### config.mk
export PLATFORM = sky130hd
export DESIGN_NAME = gpio_port
export DESIGN_NICKNAME = d
export VERILOG_FILES = /design/src/rtl/gpio_port_pkg.sv /design/src/rtl/gpio_in_sync.sv /design/src/rtl/gpio_port_regs.sv /design/src/rtl/gpio_pad_drive.sv /design/src/rtl/gpio_port.sv
export SDC_FILE = /design/constraint.sdc
export NUM_CORES = 1
export LEC_CHECK = 0
export ABC_AREA = 1
export ABC_CLOCK_PERIOD_IN_PS = 1000
export BUFFER_PORTS_ARGS = -buffer_cell sky130_fd_sc_hd__buf_2
export CAP_MARGIN = 10
export CORE_MARGIN = 1
export CORE_UTILIZATION = 50
export DETAILED_ROUTE_END_ITERATION = 16
export GPL_TIMING_DRIVEN = 0
export PLACE_DENSITY = 0.9
export SYNTH_ARGS = -nofsm -noshare
export SYNTH_HDL_FRONTEND = slang
export SYNTH_SLANG_ARGS = --single-unit
### constraint.sdc
create_clock -name clk -period 1 [get_ports clk]
set_input_delay 0.05 -clock clk [delete_from_list [all_inputs] [get_ports clk]]
set_output_delay 0.05 -clock clk [all_outputs]
set_load 0.01 [all_outputs]
### src/rtl/gpio_port_pkg.sv
package gpio_port_pkg;
  typedef enum logic [1:0] {
    GP_DATA = 2'd0,
    GP_DIR  = 2'd1,
    GP_PULL = 2'd2,
    GP_OCTL = 2'd3
  } gp_reg_e;
endpackage

### src/rtl/gpio_in_sync.sv
module gpio_in_sync #(
  parameter int W      = 8,
  parameter int STAGES = 2
) (
  input  logic         clk,
  input  logic         rst,
  input  logic [W-1:0] d_async,
  output logic [W-1:0] d_sync
);
  logic [W-1:0] chain [STAGES];

  generate
    for (genvar s = 0; s < STAGES; s++) begin : g_stage
      if (s == 0) begin : g_first
        always_ff @(posedge clk) begin
          if (rst) chain[0] <= '0;
          else     chain[0] <= d_async;
        end
      end else begin : g_next
        always_ff @(posedge clk) begin
          if (rst) chain[s] <= '0;
          else     chain[s] <= chain[s-1];
        end
      end
    end
  endgenerate

  assign d_sync = chain[STAGES-1];
endmodule

### src/rtl/gpio_port_regs.sv
module gpio_port_regs
  import gpio_port_pkg::*;
#(
  parameter int W        = 8,
  parameter int PU_GROUP = 4,
  parameter bit OUT_ONLY = 1'b0
) (
  input  logic                   clk,
  input  logic                   rst,
  input  logic                   wr,
  input  logic [1:0]             addr,
  input  logic [W-1:0]           wdata,
  input  logic [W-1:0]           pad_sync,
  output logic [W-1:0]           lat,
  output logic [W-1:0]           drv_en,
  output logic [W/PU_GROUP-1:0]  pu_grp,
  output logic [W-1:0]           rdata
);
  localparam int NGRP = W / PU_GROUP;

  gp_reg_e      sel;
  logic [W-1:0] lat_q;
  logic [W-1:0] rd_nxt;
  logic [W-1:0] dir_view;
  logic [W-1:0] pull_view;
  logic [W-1:0] octl_view;
  logic [W-1:0] data_view;

  assign sel = gp_reg_e'(addr);

  always_ff @(posedge clk) begin
    if (rst)                      lat_q <= '0;
    else if (wr && sel == GP_DATA) lat_q <= wdata;
  end
  assign lat = lat_q;

  generate
    if (OUT_ONLY) begin : g_outonly
      logic octl_q;
      always_ff @(posedge clk) begin
        if (rst)                      octl_q <= 1'b0;
        else if (wr && sel == GP_OCTL) octl_q <= wdata[0];
      end
      assign drv_en    = {W{octl_q}};
      assign pu_grp    = {NGRP{~octl_q}};
      assign dir_view  = '0;
      assign pull_view = '0;
      always_comb begin
        octl_view    = '0;
        octl_view[0] = octl_q;
      end
      assign data_view = lat_q;

      p_dir_reads_zero_r11: assert property (@(posedge clk) disable iff (rst)
        (sel == GP_DIR) |=> (rdata == '0));
    end else begin : g_bidir
      logic [W-1:0]    dir_q;
      logic [NGRP-1:0] pu_q;
      always_ff @(posedge clk) begin
        if (rst) begin
          dir_q <= '0;
          pu_q  <= '0;
        end else if (wr) begin
          if (sel == GP_DIR)  dir_q <= wdata;
          if (sel == GP_PULL) pu_q  <= wdata[NGRP-1:0];
        end
      end
      assign drv_en   = dir_q;
      assign pu_grp   = pu_q;
      assign dir_view = dir_q;
      always_comb begin
        pull_view            = '0;
        pull_view[NGRP-1:0]  = pu_q;
      end
      assign octl_view = '0;
      assign data_view = (lat_q & dir_q) | (pad_sync & ~dir_q);

      p_pull_unused_zero_r9: assert property (@(posedge clk) disable iff (rst)
        (sel == GP_PULL) |=> ((rdata >> NGRP) == '0));
    end
  endgenerate

  always_comb begin
    unique case (sel)
      GP_DATA: rd_nxt = data_view;
      GP_DIR:  rd_nxt = dir_view;
      GP_PULL: rd_nxt = pull_view;
      default: rd_nxt = octl_view;
    endcase
  end

  always_ff @(posedge clk) begin
    if (rst) rdata <= '0;
    else     rdata <= rd_nxt;
  end

  p_read_out_latch_r2: assert property (@(posedge clk) disable iff (rst)
    (sel == GP_DATA) |=> ((rdata & $past(drv_en)) == ($past(lat) & $past(drv_en))));
endmodule

### src/rtl/gpio_pad_drive.sv
module gpio_pad_drive #(
  parameter int W        = 8,
  parameter int PU_GROUP = 4,
  parameter bit OUT_ONLY = 1'b0
) (
  input  logic                  clk,
  input  logic                  rst,
  input  logic [W-1:0]          lat,
  input  logic [W-1:0]          drv_en,
  input  logic [W/PU_GROUP-1:0] pu_grp,
  input  logic [W-1:0]          seg_en,
  input  logic [W-1:0]          seg_data,
  output logic [W-1:0]          pin_out,
  output logic [W-1:0]          pin_oe,
  output logic [W-1:0]          pin_pu
);
  localparam logic [W-1:0] PU_RST = OUT_ONLY ? {W{1'b1}} : '0;

  logic [W-1:0] pu_pin;
  logic [W-1:0] out_nxt, oe_nxt, pu_nxt;

  generate
    for (genvar i = 0; i < W; i++) begin : g_pin
      assign pu_pin[i]  = pu_grp[i / PU_GROUP];
      assign out_nxt[i] = seg_en[i] ? seg_data[i] : lat[i];
      assign oe_nxt[i]  = seg_en[i] | drv_en[i];
      assign pu_nxt[i]  = pu_pin[i] & ~drv_en[i] & ~seg_en[i];
    end
  endgenerate

  always_ff @(posedge clk) begin
    if (rst) begin
      pin_out <= '0;
      pin_oe  <= '0;
      pin_pu  <= PU_RST;
    end else begin
      pin_out <= out_nxt;
      pin_oe  <= oe_nxt;
      pin_pu  <= pu_nxt;
    end
  end

  p_oe_tracks_dir_r1: assert property (@(posedge clk) disable iff (rst)
    (seg_en == '0) |=> (pin_oe == $past(drv_en)));

  p_no_pull_on_drive_r6: assert property (@(posedge clk) disable iff (rst)
    ((pin_pu & pin_oe) == '0));

  p_seg_takeover_r8: assert property (@(posedge clk) disable iff (rst)
    1'b1 |=> (((pin_oe & $past(seg_en)) == $past(seg_en)) &&
              ((pin_out & $past(seg_en)) == ($past(seg_data) & $past(seg_en)))));

  p_seg_no_pull_r7: assert property (@(posedge clk) disable iff (rst)
    1'b1 |=> ((pin_pu & $past(seg_en)) == '0));
endmodule

### src/rtl/gpio_port.sv
module gpio_port #(
  parameter int W        = 8,
  parameter int PU_GROUP = 4,
  parameter int SYNC_STG = 2,
  parameter bit OUT_ONLY = 1'b0
) (
  input  logic         clk,
  input  logic         rst,
  input  logic         bus_wr,
  input  logic [1:0]   bus_addr,
  input  logic [W-1:0] bus_wdata,
  output logic [W-1:0] rd_data,
  input  logic [W-1:0] pad_in,
  input  logic [W-1:0] seg_en,
  input  logic [W-1:0] seg_data,
  output logic [W-1:0] pin_out,
  output logic [W-1:0] pin_oe,
  output logic [W-1:0] pin_pu
);
  localparam int NGRP = W / PU_GROUP;

  logic [W-1:0]    pad_s;
  logic [W-1:0]    lat;
  logic [W-1:0]    drv_en;
  logic [NGRP-1:0] pu_grp;

  gpio_in_sync #(.W(W), .STAGES(SYNC_STG)) u_sync (
    .clk(clk), .rst(rst), .d_async(pad_in), .d_sync(pad_s)
  );

  gpio_port_regs #(.W(W), .PU_GROUP(PU_GROUP), .OUT_ONLY(OUT_ONLY)) u_regs (
    .clk(clk), .rst(rst), .wr(bus_wr), .addr(bus_addr), .wdata(bus_wdata),
    .pad_sync(pad_s), .lat(lat), .drv_en(drv_en), .pu_grp(pu_grp), .rdata(rd_data)
  );

  gpio_pad_drive #(.W(W), .PU_GROUP(PU_GROUP), .OUT_ONLY(OUT_ONLY)) u_drive (
    .clk(clk), .rst(rst), .lat(lat), .drv_en(drv_en), .pu_grp(pu_grp),
    .seg_en(seg_en), .seg_data(seg_data),
    .pin_out(pin_out), .pin_oe(pin_oe), .pin_pu(pin_pu)
  );
endmodule

; ---- Word-level counts from Yosys, hierarchy flattened
; Memories as Yosys holds them, arrays and structs flattened.
; Cells that the tools add are included.
[word_totals]
ff_bits = 50
ram_bits = 16
word_cells = 74
n_memories = 1
[memory_table]
columns = memory, depth, word_bits, read_ports, rd_clocked_by_memory_dff, write_ports, line
row1 = u_sync.chain, 2, 8, 2, 0, 2, gpio_in_sync.sv:10  ; logic [W-1:0] chain [STAGES];
[classes]
n_eq_ne = 2
mux = 14
n_bitwise = 46
reduce_logical = 4
[op_table]
columns = op, n
row1 = $pmux 8 s3, 1
row2 = $and 1x1->1, 16
row3 = $and 8x8->8, 2
row4 = $mux 8, 2
row5 = $not 1->1, 16
row6 = $mux 1, 11
row7 = $or 1x1->1, 10
row8 = $not 8->8, 1
row9 = $or 8x8->8, 1
row10 = $reduce_and 2->1, 2
row11 = $eq 2x1->1 const B, 1
row12 = $eq 2x2->1 const B, 1
row13 = $logic_not 2->1, 1
row14 = $logic_and 1x1->1, 1

; ---- Logic depth before layout (Yosys ltp)
; Gate-level depths: netlist of the first run.
[logic_depth]
word_depth = 4
depth_mapped = 6

; ---- Cells and area by module
; Synthesis of the first run repeated with hierarchy kept, for this count alone.
[hier_totals]
hier_cells = 297
hier_area_um2 = 2361.0
[by_module_without_submodules]
columns = mod, instances, cells_each, area_per_inst_um2, seq_area_each_um2
row1 = gpio_port_regs, 1, 139, 1058.5, 520.5
row2 = gpio_pad_drive, 1, 108, 828.3, 480.5
row3 = gpio_in_sync, 1, 50, 474.2, 320.3

; ---- Least setup slack after synthesis of the first run
; OpenSTA, ideal clock, no wires.
[synth_path]
kind = in2reg
startpoint = in bus_addr[1]
endpoint = reg u_regs.lat_q[0] (netlist: u_regs.lat[0])
t_arrival_ps = 638
slack_ps = 246
cell_stages = 5
path_cell_list = buf_6 > nor2_4 > nand2_4 > o21ai_0 > nor2_1
[synth_between]
elab_chain_len = 2
[synth_rtl]
columns = element, line
row1 = "start, declared", gpio_port.sv:10  ; input logic [1:0] bus_addr,
row2 = $logic_not 2->1, gpio_port_regs.sv:33  ; else if (wr && sel == GP_DATA) lat_q <= wdata;
row3 = $logic_and 1x1->1, gpio_port_regs.sv:33
row4 = "end signal, assigned", gpio_port_regs.sv:33
row5 = "end, declared", gpio_port_regs.sv:22  ; logic [W-1:0] lat_q;
; Every way passes these cells.
; A chain may end at the register's enable or synchronous reset.

; ---- Worst setup path in the final report of the first run
[layout_path]
startpoint = reg u_regs.g_bidir.dir_q[3] (netlist: u_regs.drv_en[3])
endpoint = reg u_regs.rdata[3]
[layout_between]
elab_chain_len = 4
[layout_rtl]
columns = element, line
row1 = "start, declared", gpio_port_regs.sv:57  ; logic [W-1:0] dir_q;
row2 = "start signal, assigned", gpio_port_regs.sv:64  ; if (sel == GP_DIR) dir_q <= wdata;
row3 = $not 8->8, gpio_port_regs.sv:76  ; assign data_view = (lat_q & dir_q) | (pad_sync & ~dir_q);
row4 = $and 8x8->8, gpio_port_regs.sv:76
row5 = $or 8x8->8, gpio_port_regs.sv:76
row6 = $pmux 8 s3 *, gpio_port_regs.sv:84  ; unique case (sel)
row7 = "end signal, assigned", gpio_port_regs.sv:94  ; else rdata <= rd_nxt;
row8 = "end, declared", gpio_port_regs.sv:17  ; output logic [W-1:0] rdata
; Every way passes the cells marked *; elsewhere a longest branch is shown, timed or not.

==> impl_metrics.json, run 1 <==
{
  "status": "finished, final reports clean",
  "cp.buffers_inverters": 1,
  "routed_via_density": 4.91,
  "post_cts.repair.setup_buffers": 0,
  "mean_instance_size_in_the_synthesized_netlist_um2": 8.26,
  "ctsRootBufferMaster": "sky130_fd_sc_hd__clkbuf_8",
  "maximum_number_of_pins_on_one_net_before_global_route_repair": 12,
  "regToRegEndpoint": "u_regs.rdata[3]",
  "maxCapViolCount": 0,
  "r2r.worst_path.cells": 3,
  "port_buffer_cells": 66,
  "power.ir.vdd_worst_mv": 0.894,
  "unrepaired_setup_endpoints_after_global_routing": "no",
  "powerDensity_nw_per_um2": 1750,
  "grt_first_pass_wirelength_um": 8870,
  "hold_class": "in2reg",
  "pin_count": 69,
  "design.die.area_um2": 4750,
  "critPathKind": "reg2reg",
  "syn-cell-area_um2": 2240,
  "synth.net_count": 308,
  "synthesis.instances": 271,
  "clock_sinks": 66,
  "globalplace.congestion": 0.843,
  "die_width_um": 68.9,
  "core_um2": 4140,
  "timing.max_slew.rel_slack": 0.620,
  "report.final.slew_viol_count": 0,
  "ys_seq_elements": 66,
  "wire_length_reported_by_the_detailed_router_um": 5720,
  "route.vias.total": 2124,
  "maxClockFrequency_mhz": 1150,
  "synth_cell_types": 20,
  "drt.antenna.violating_nets": 0,
  "detailedRoute.firstPassIterationCount": 4,
  "r2r_start": "u_regs.drv_en[3]",
  "timing.critical_path.fanout_max": 5,
  "worstPathCellList": "inv_1, o21ai_0, a21oi_1",
  "cpLargestDelayFamily": "flip-flops",
  "cts-htree-levels": 3,
  "yosysSeqAreaShare": 0.590,
  "required_ps": 1220,
  "final-instance-count-excl-fill": 433,
  "antenna-diode-count": 0,
  "hold_buffers": 30,
  "dp_hpwl_um": 3450,
  "detailedRoute.firstIterationViolations": 143,
  "max_stage_delay_ps": 410,
  "rrSetupSlack_ps": 130,
  "worst_clock_skew_ps": 5.55,
  "grt_overflow_total": 0,
  "rows": 23,
  "cp-end-kind": "flip-flop",
  "crit_path_top_delay_cell": "sky130_fd_sc_hd__dfxtp_1",
  "cts_buffers": 9,
  "min_to": "u_regs.lat[7]",
  "yosys_warnings": 0,
  "min_delay_path_depth": 3,
  "drive_gt1_frac": 0.243,
  "placed_cells_incl_taps": 387,
  "cts-root-to-sink-buffers": 2,
  "worstHoldStart": "bus_wdata[7]",
  "layout.core_utilization": 0.756,
  "worst_setup_hold_path_clk_slew_ps": 70,
  "antenna_found_initial": 0,
  "mostFrequentLayoutCells": "sky130_fd_sc_hd__buf_2 (68), sky130_fd_sc_hd__nor2_1 (68), sky130_fd_sc_hd__dfxtp_1 (66)",
  "power_leakage_nw": 1.46,
  "yosys.area.top_type_share": 0.590,
  "worstSkewPairLatency_ps": 340,
  "post_drt_wl_per_cell_um": 13.2,
  "cts-resized-gates": 0,
  "period_minus_slack_ps": 867,
  "starting_density": 0.540,
  "flow.area_growth_from_synthesis_pct": 40.0,
  "drc_errors": 0,
  "fp.dieH_um": 68.9,
  "launching_element_type_of_the_critical_path": "flip-flop",
  "synth.largest_area_cell": "sky130_fd_sc_hd__dfxtp_1",
  "worst_slew_pin_slew_ps": 569,
  "final_net_count": 416,
  "grtUsageTotal": 0.268,
  "finalSetupViolCount": 0,
  "finalHoldViolCount": 0,
  "finalCritPeriodShare": 0.867,
  "worst-endpoint-arrival_ps": 1090,
  "via_count_of_the_first_global_routing_pass": 1930,
  "leading_cell_types_by_total_area_after_synthesis": "sky130_fd_sc_hd__dfxtp_1 (59%), sky130_fd_sc_hd__nor2_1 (11%), sky130_fd_sc_hd__a21oi_1 (5.6%), sky130_fd_sc_hd__inv_1 (5.2%), sky130_fd_sc_hd__nand3_1 (4.2%)",
  "tritoncts": "yes",
  "finalPower_mw": 5.50
}
[Yosys cell counts (all sizes together)]
library cell / n
a21oi: 26
buf: 4
clkbuf: 5
clkinv: 1
dfxtp: 66
inv: 32
nand2: 26
nand3: 19
nand4: 2
nor2: 70
nor3: 8
o21ai: 12
[registers in the layout, indices dropped and copies added (netlist names)]
name,cells
u_sync.chain,16
u_drive.pin_oe,8
u_drive.pin_out,8
u_drive.pin_pu,8
u_regs.drv_en,8
u_regs.lat,8
u_regs.rdata,8
u_regs.pu_grp,2
[per-layer routing]
layer | share of wire | routed length, µm | track usage
met5 | 0 | 0 | 0
met2 | 0.50 | 2840 | 0.419
met3 | 0.076 | 437 | 0.102
met4 | 0.027 | 152 | 0.153
met1 | 0.40 | 2300 | 0.313
[worst register-to-register path, delay by kind of cell (launching register included)]
family          cells  cell delay, ps
flops               1             410
compound gates      2             270
buf+inv             1              70
[cell type report]
type	count	area (µm²)
Sequential cell	66	1320
Timing Repair Buffer	97	641
Tap cell	50	62.6
Inverter	33	129
Multi-Input combinational cell	163	736
Clock buffer	10	138
Buffer	9	52.6
Clock inverter	5	55.1
Fill cell	296	1010
[report_power, final]
group / switching [mW] / total (mW) / internal (mW)
clock: 0.982 / 2.18 / 1.20
combinational: 0.293 / 0.545 / 0.252
sequential: 0.0428 / 2.78 / 2.73
total: 1.32 / 5.50 / 4.18
[stage by stage]
| stage | area, µm² | TNS (ps) | setup slack, ps | hold slack [ps] |
|---|---|---|---|---|
| 2_1_floorplan | 2240 | 0 | 246 | 127 |
| 3_3_place_gp | 2630 | 0 | 35.7 | 232 |
| 3_5_place_dp | 2630 | -42.9 | -31.2 | 234 |
| 4_1_cts | 3120 | 0 | 149 | 0.289 |
| 5_1_grt | 3130 | 0 | 64.5 | 11.8 |
| 6_report | 3130 | 0 | 133 | 13.1 |
[cell families after synthesis]
logic type,synth area share
flops,0.590
simple gates,0.242
compound gates,0.0866
buf+inv,0.0810
[worst max path at each step]
stage,cells past startpoint,from,endpoint,slack [ps]
after floorplan,5,bus_addr[1],u_regs.lat[0],250
after global placement,5,bus_addr[0],u_regs.lat[6],40
after detailed placement,5,bus_addr[0],u_regs.lat[7],-30
after CTS,1,u_drive.pin_oe[4],pin_oe[4],150
after global routing,5,u_regs.drv_en[1],u_regs.rdata[1],60
final,3,u_regs.drv_en[3],u_regs.rdata[3],130
Power figures use the tool's default switching activity.
==> run 2: changes to the inputs <==
ABC_AREA = 0   (was 1)
CORE_UTILIZATION = 49   (was 50)
PLACE_DENSITY = 0.89   (was 0.9)
==> run 2 against run 1 <==
Against the previous run:
- the flow now finishes with violations (setup timing)
- synthesized cell count decreased by 25%
- non-clock buffer count grew 3
- total power increased by 5.3%
- via count decreased by 16%
- clock skew is 0.53 ps higher
- wire length down 9.9%
- core utilization is 0.44 points higher
- clock-buffer cell count increased by 2
- sequential share of layout area is 0.091 points higher
==> impl_metrics.json, run 2 <==
{
  "cp-end-kind": "flip-flop",
  "required_ps": 1270,
  "unrepaired_setup_endpoints_after_global_routing": "yes",
  "placed_cells_incl_taps": 318,
  "yosysSeqAreaShare": 0.610,
  "r2r.worst_path.cells": 2,
  "largest_register": "u_sync.chain",
  "synth.net_count": 239,
  "design.die.area_um2": 4690,
  "launching_element_type_of_the_critical_path": "flip-flop",
  "worstSkewPairLatency_ps": 340,
  "dp_hpwl_um": 2920,
  "power_leakage_nw": 1.46,
  "die_width_um": 68.5,
  "hold_class": "in2reg",
  "postLayoutSetupSlackWorst_ps": -22.8,
  "worst-endpoint-arrival_ps": 1290,
  "final_net_count": 348,
  "route.vias.total": 1792,
  "maxCapViolCount": 0,
  "ctsRootBufferMaster": "sky130_fd_sc_hd__clkbuf_8",
  "worst_clock_skew_ps": 6.08,
  "synth_cell_types": 20,
  "grt_overflow_total": 0,
  "drive_gt1_frac": 0.297,
  "report.final.slew_viol_count": 0,
  "synth_commonest_cells": "sky130_fd_sc_hd__dfxtp_1 (66), sky130_fd_sc_hd__nor2_1 (42), sky130_fd_sc_hd__mux2i_1 (26), sky130_fd_sc_hd__nor2b_1 (16)",
  "fp.dieH_um": 68.5,
  "most_common_flop_cell_mapped_by_yosys": "sky130_fd_sc_hd__dfxtp_1",
  "post_drt_wl_per_cell_um": 14.1,
  "synthArstFlopShare": 0,
  "cts-root-to-sink-buffers": 2,
  "synth.largest_area_cell": "sky130_fd_sc_hd__dfxtp_1",
  "finalCritPeriodShare": 1.02,
  "powerDensity_nw_per_um2": 1850,
  "count_of_flip_flops_with_a_built_in_enable_after_synthesis": 0,
  "grtUsageTotal": 0.241,
  "final-instance-count-excl-fill": 367,
  "finalSetupViolCount": 2,
  "hold_ws_ps": 32.6,
  "drc_errors": 0,
  "setup.worst_path.start": "u_regs.drv_en[3]",
  "worstHoldStart": "bus_addr[0]",
  "port_buffer_cells": 66,
  "cts_buffers": 9,
  "status": "finished with violations",
  "power.ir.vdd_worst_mv": 1.07,
  "routed_via_density": 4.88,
  "timing.critical_path.fanout_max": 5,
  "post_cts.repair.setup_buffers": 0,
  "maximum_number_of_pins_on_one_net_before_global_route_repair": 12,
  "starting_density": 0.527,
  "mostFrequentLayoutCell": "sky130_fd_sc_hd__buf_2",
  "violated_checks": "setup timing",
  "grt_first_pass_wirelength_um": 7710,
  "wire_length_reported_by_the_detailed_router_um": 5160,
  "tritoncts": "yes",
  "detailedRoute.firstPassIterationCount": 4,
  "yosys.area.top_type_share": 0.610,
  "yosys_warnings": 0,
  "synthesis.instances": 202,
  "syn-cell-area_um2": 2170,
  "critPathKind": "reg2reg",
  "flow.area_growth_from_synthesis_pct": 44.5,
  "mean_instance_size_in_the_synthesized_netlist_um2": 10.7,
  "via_count_of_the_first_global_routing_pass": 1681,
  "worst_setup_hold_path_clk_slew_ps": 70,
  "maxClockFrequency_mhz": 978,
  "ys_seq_elements": 66,
  "finalPower_mw": 5.79,
  "yosysMostFrequentCell": "sky130_fd_sc_hd__dfxtp_1",
  "leading_cell_types_by_total_area_after_synthesis": "sky130_fd_sc_hd__dfxtp_1 (61%), sky130_fd_sc_hd__mux2i_1 (12%), sky130_fd_sc_hd__nor2_1 (7.3%), sky130_fd_sc_hd__nor2b_1 (4.6%), sky130_fd_sc_hd__or3b_1 (2.4%)",
  "worst_slew_pin_slew_ps": 588,
  "period_minus_slack_ps": 1020,
  "core_um2": 4120,
  "cts-htree-levels": 3,
  "antenna_found_initial": 1,
  "regToRegEndpoint": "u_regs.rdata[3]",
  "drt.antenna.violating_nets": 0,
  "rows": 23,
  "rrSetupSlack_ps": -20,
  "timing.max_slew.rel_slack": 0.608,
  "pin_count": 69,
  "largest_register_ffs": 16,
  "r2r_start": "u_regs.drv_en[3]",
  "setup.worst_path.end": "u_regs.rdata[3]",
  "detailedRoute.firstIterationViolations": 112,
  "finalHoldViolCount": 0,
  "mostFrequentLayoutCells": "sky130_fd_sc_hd__buf_2 (68), sky130_fd_sc_hd__dfxtp_1 (65), sky130_fd_sc_hd__nor2_1 (42)",
  "clock_sinks": 66,
  "globalplace.congestion": 0.809
}
## run 2: cell count changes after synthesis, moves of 3 or more
cell,before,now
sky130_fd_sc_hd__nand2_1,24,0
sky130_fd_sc_hd__nor2b_1,0,16
sky130_fd_sc_hd__or3b_1,0,6
sky130_fd_sc_hd__o21ai_0,12,8
sky130_fd_sc_hd__nand3_1,19,0
sky130_fd_sc_hd__mux2i_1,0,26
sky130_fd_sc_hd__a21oi_1,25,6
sky130_fd_sc_hd__inv_1,31,2
sky130_fd_sc_hd__nand2b_1,0,3
sky130_fd_sc_hd__nor2_1,68,42
## run 2: worst min path at each step
stage,to,cells after the start
2_1_floorplan,u_drive.pin_pu[0],1
5_1_grt,u_regs.rdata[5],3
3_3_place_gp,u_drive.pin_pu[0],2
6_report,u_regs.rdata[4],3
3_5_place_dp,u_drive.pin_pu[0],2
4_1_cts,u_regs.rdata[4],3
## run 2: timing repair
action / 4_1_cts / 5_1_grt
hold buffers: 32 / 0
setup endpoints to repair: 0 / 2
hold endpoints to repair: 48 / 0
resized for setup: 0 / 5
## run 2: kinds of logic (layout without fill, tap and decap cells)
| kind of cell | after synthesis | after routing | synth area share |
|---|---|---|---|
| AND/OR/NAND/NOR | 79 | 79 | 0.186 |
| multiplexers | 26 | 26 | 0.120 |
| buffers and inverters | 13 | 127 | 0.0375 |
| other | 0 | 1 | 0 |
| flip-flops | 66 | 66 | 0.610 |
| AO/OA/AOI/OAI | 18 | 18 | 0.0468 |
## run 2: metrics by stage
step / setup WS, ps / instance area [µm²] / TNS, ps / util
after floorplan: 153 / 2170 / 0 / -
after global placement: 73.9 / 2560 / 0 / 0.622
after detailed placement: 57.1 / 2560 / 0 / 0.622
after CTS: 70.8 / 3110 / 0 / 0.756
after global routing: -27.5 / 3130 / -43.8 / 0.761
final: -22.8 / 3130 / -24.3 / 0.761
## run 2: worst max-delay path: stages (launching register included)
cell                      delay [ps]
sky130_fd_sc_hd__dfxtp_2         340
sky130_fd_sc_hd__or3b_4          430
sky130_fd_sc_hd__a21oi_4         180
## run 2: area by class of cell
cell class              instances  area, µm²
diodes                          1       2.50
clock buffers                  12        155
fillers                       278        985
repair buffers                 98        651
clock inverters                 4       73.8
multi-input cells             123        782
flip-flops and latches         66       1320
plain buffers                  11       73.8
inverters                       2       7.51
well taps                      50       62.6
## run 2: report_power, final
| group | switching [mW] | total [mW] | internal, mW |
|---|---|---|---|
| clock network | 0.989 | 2.53 | 1.54 |
| registers | 0.0383 | 2.77 | 2.73 |
| logic | 0.227 | 0.496 | 0.269 |
## run 2: routing by layer
metal | global-route usage | share of wire | wire (µm) | up-vias
li1 | - | - | - | 888
met1 | 0.248 | 0.39 | 2040 | 811
met2 | 0.391 | 0.50 | 2580 | 75
met3 | 0.0806 | 0.058 | 300 | 18
met4 | 0.208 | 0.047 | 241 | 0
met5 | 0 | 0 | 0 | -
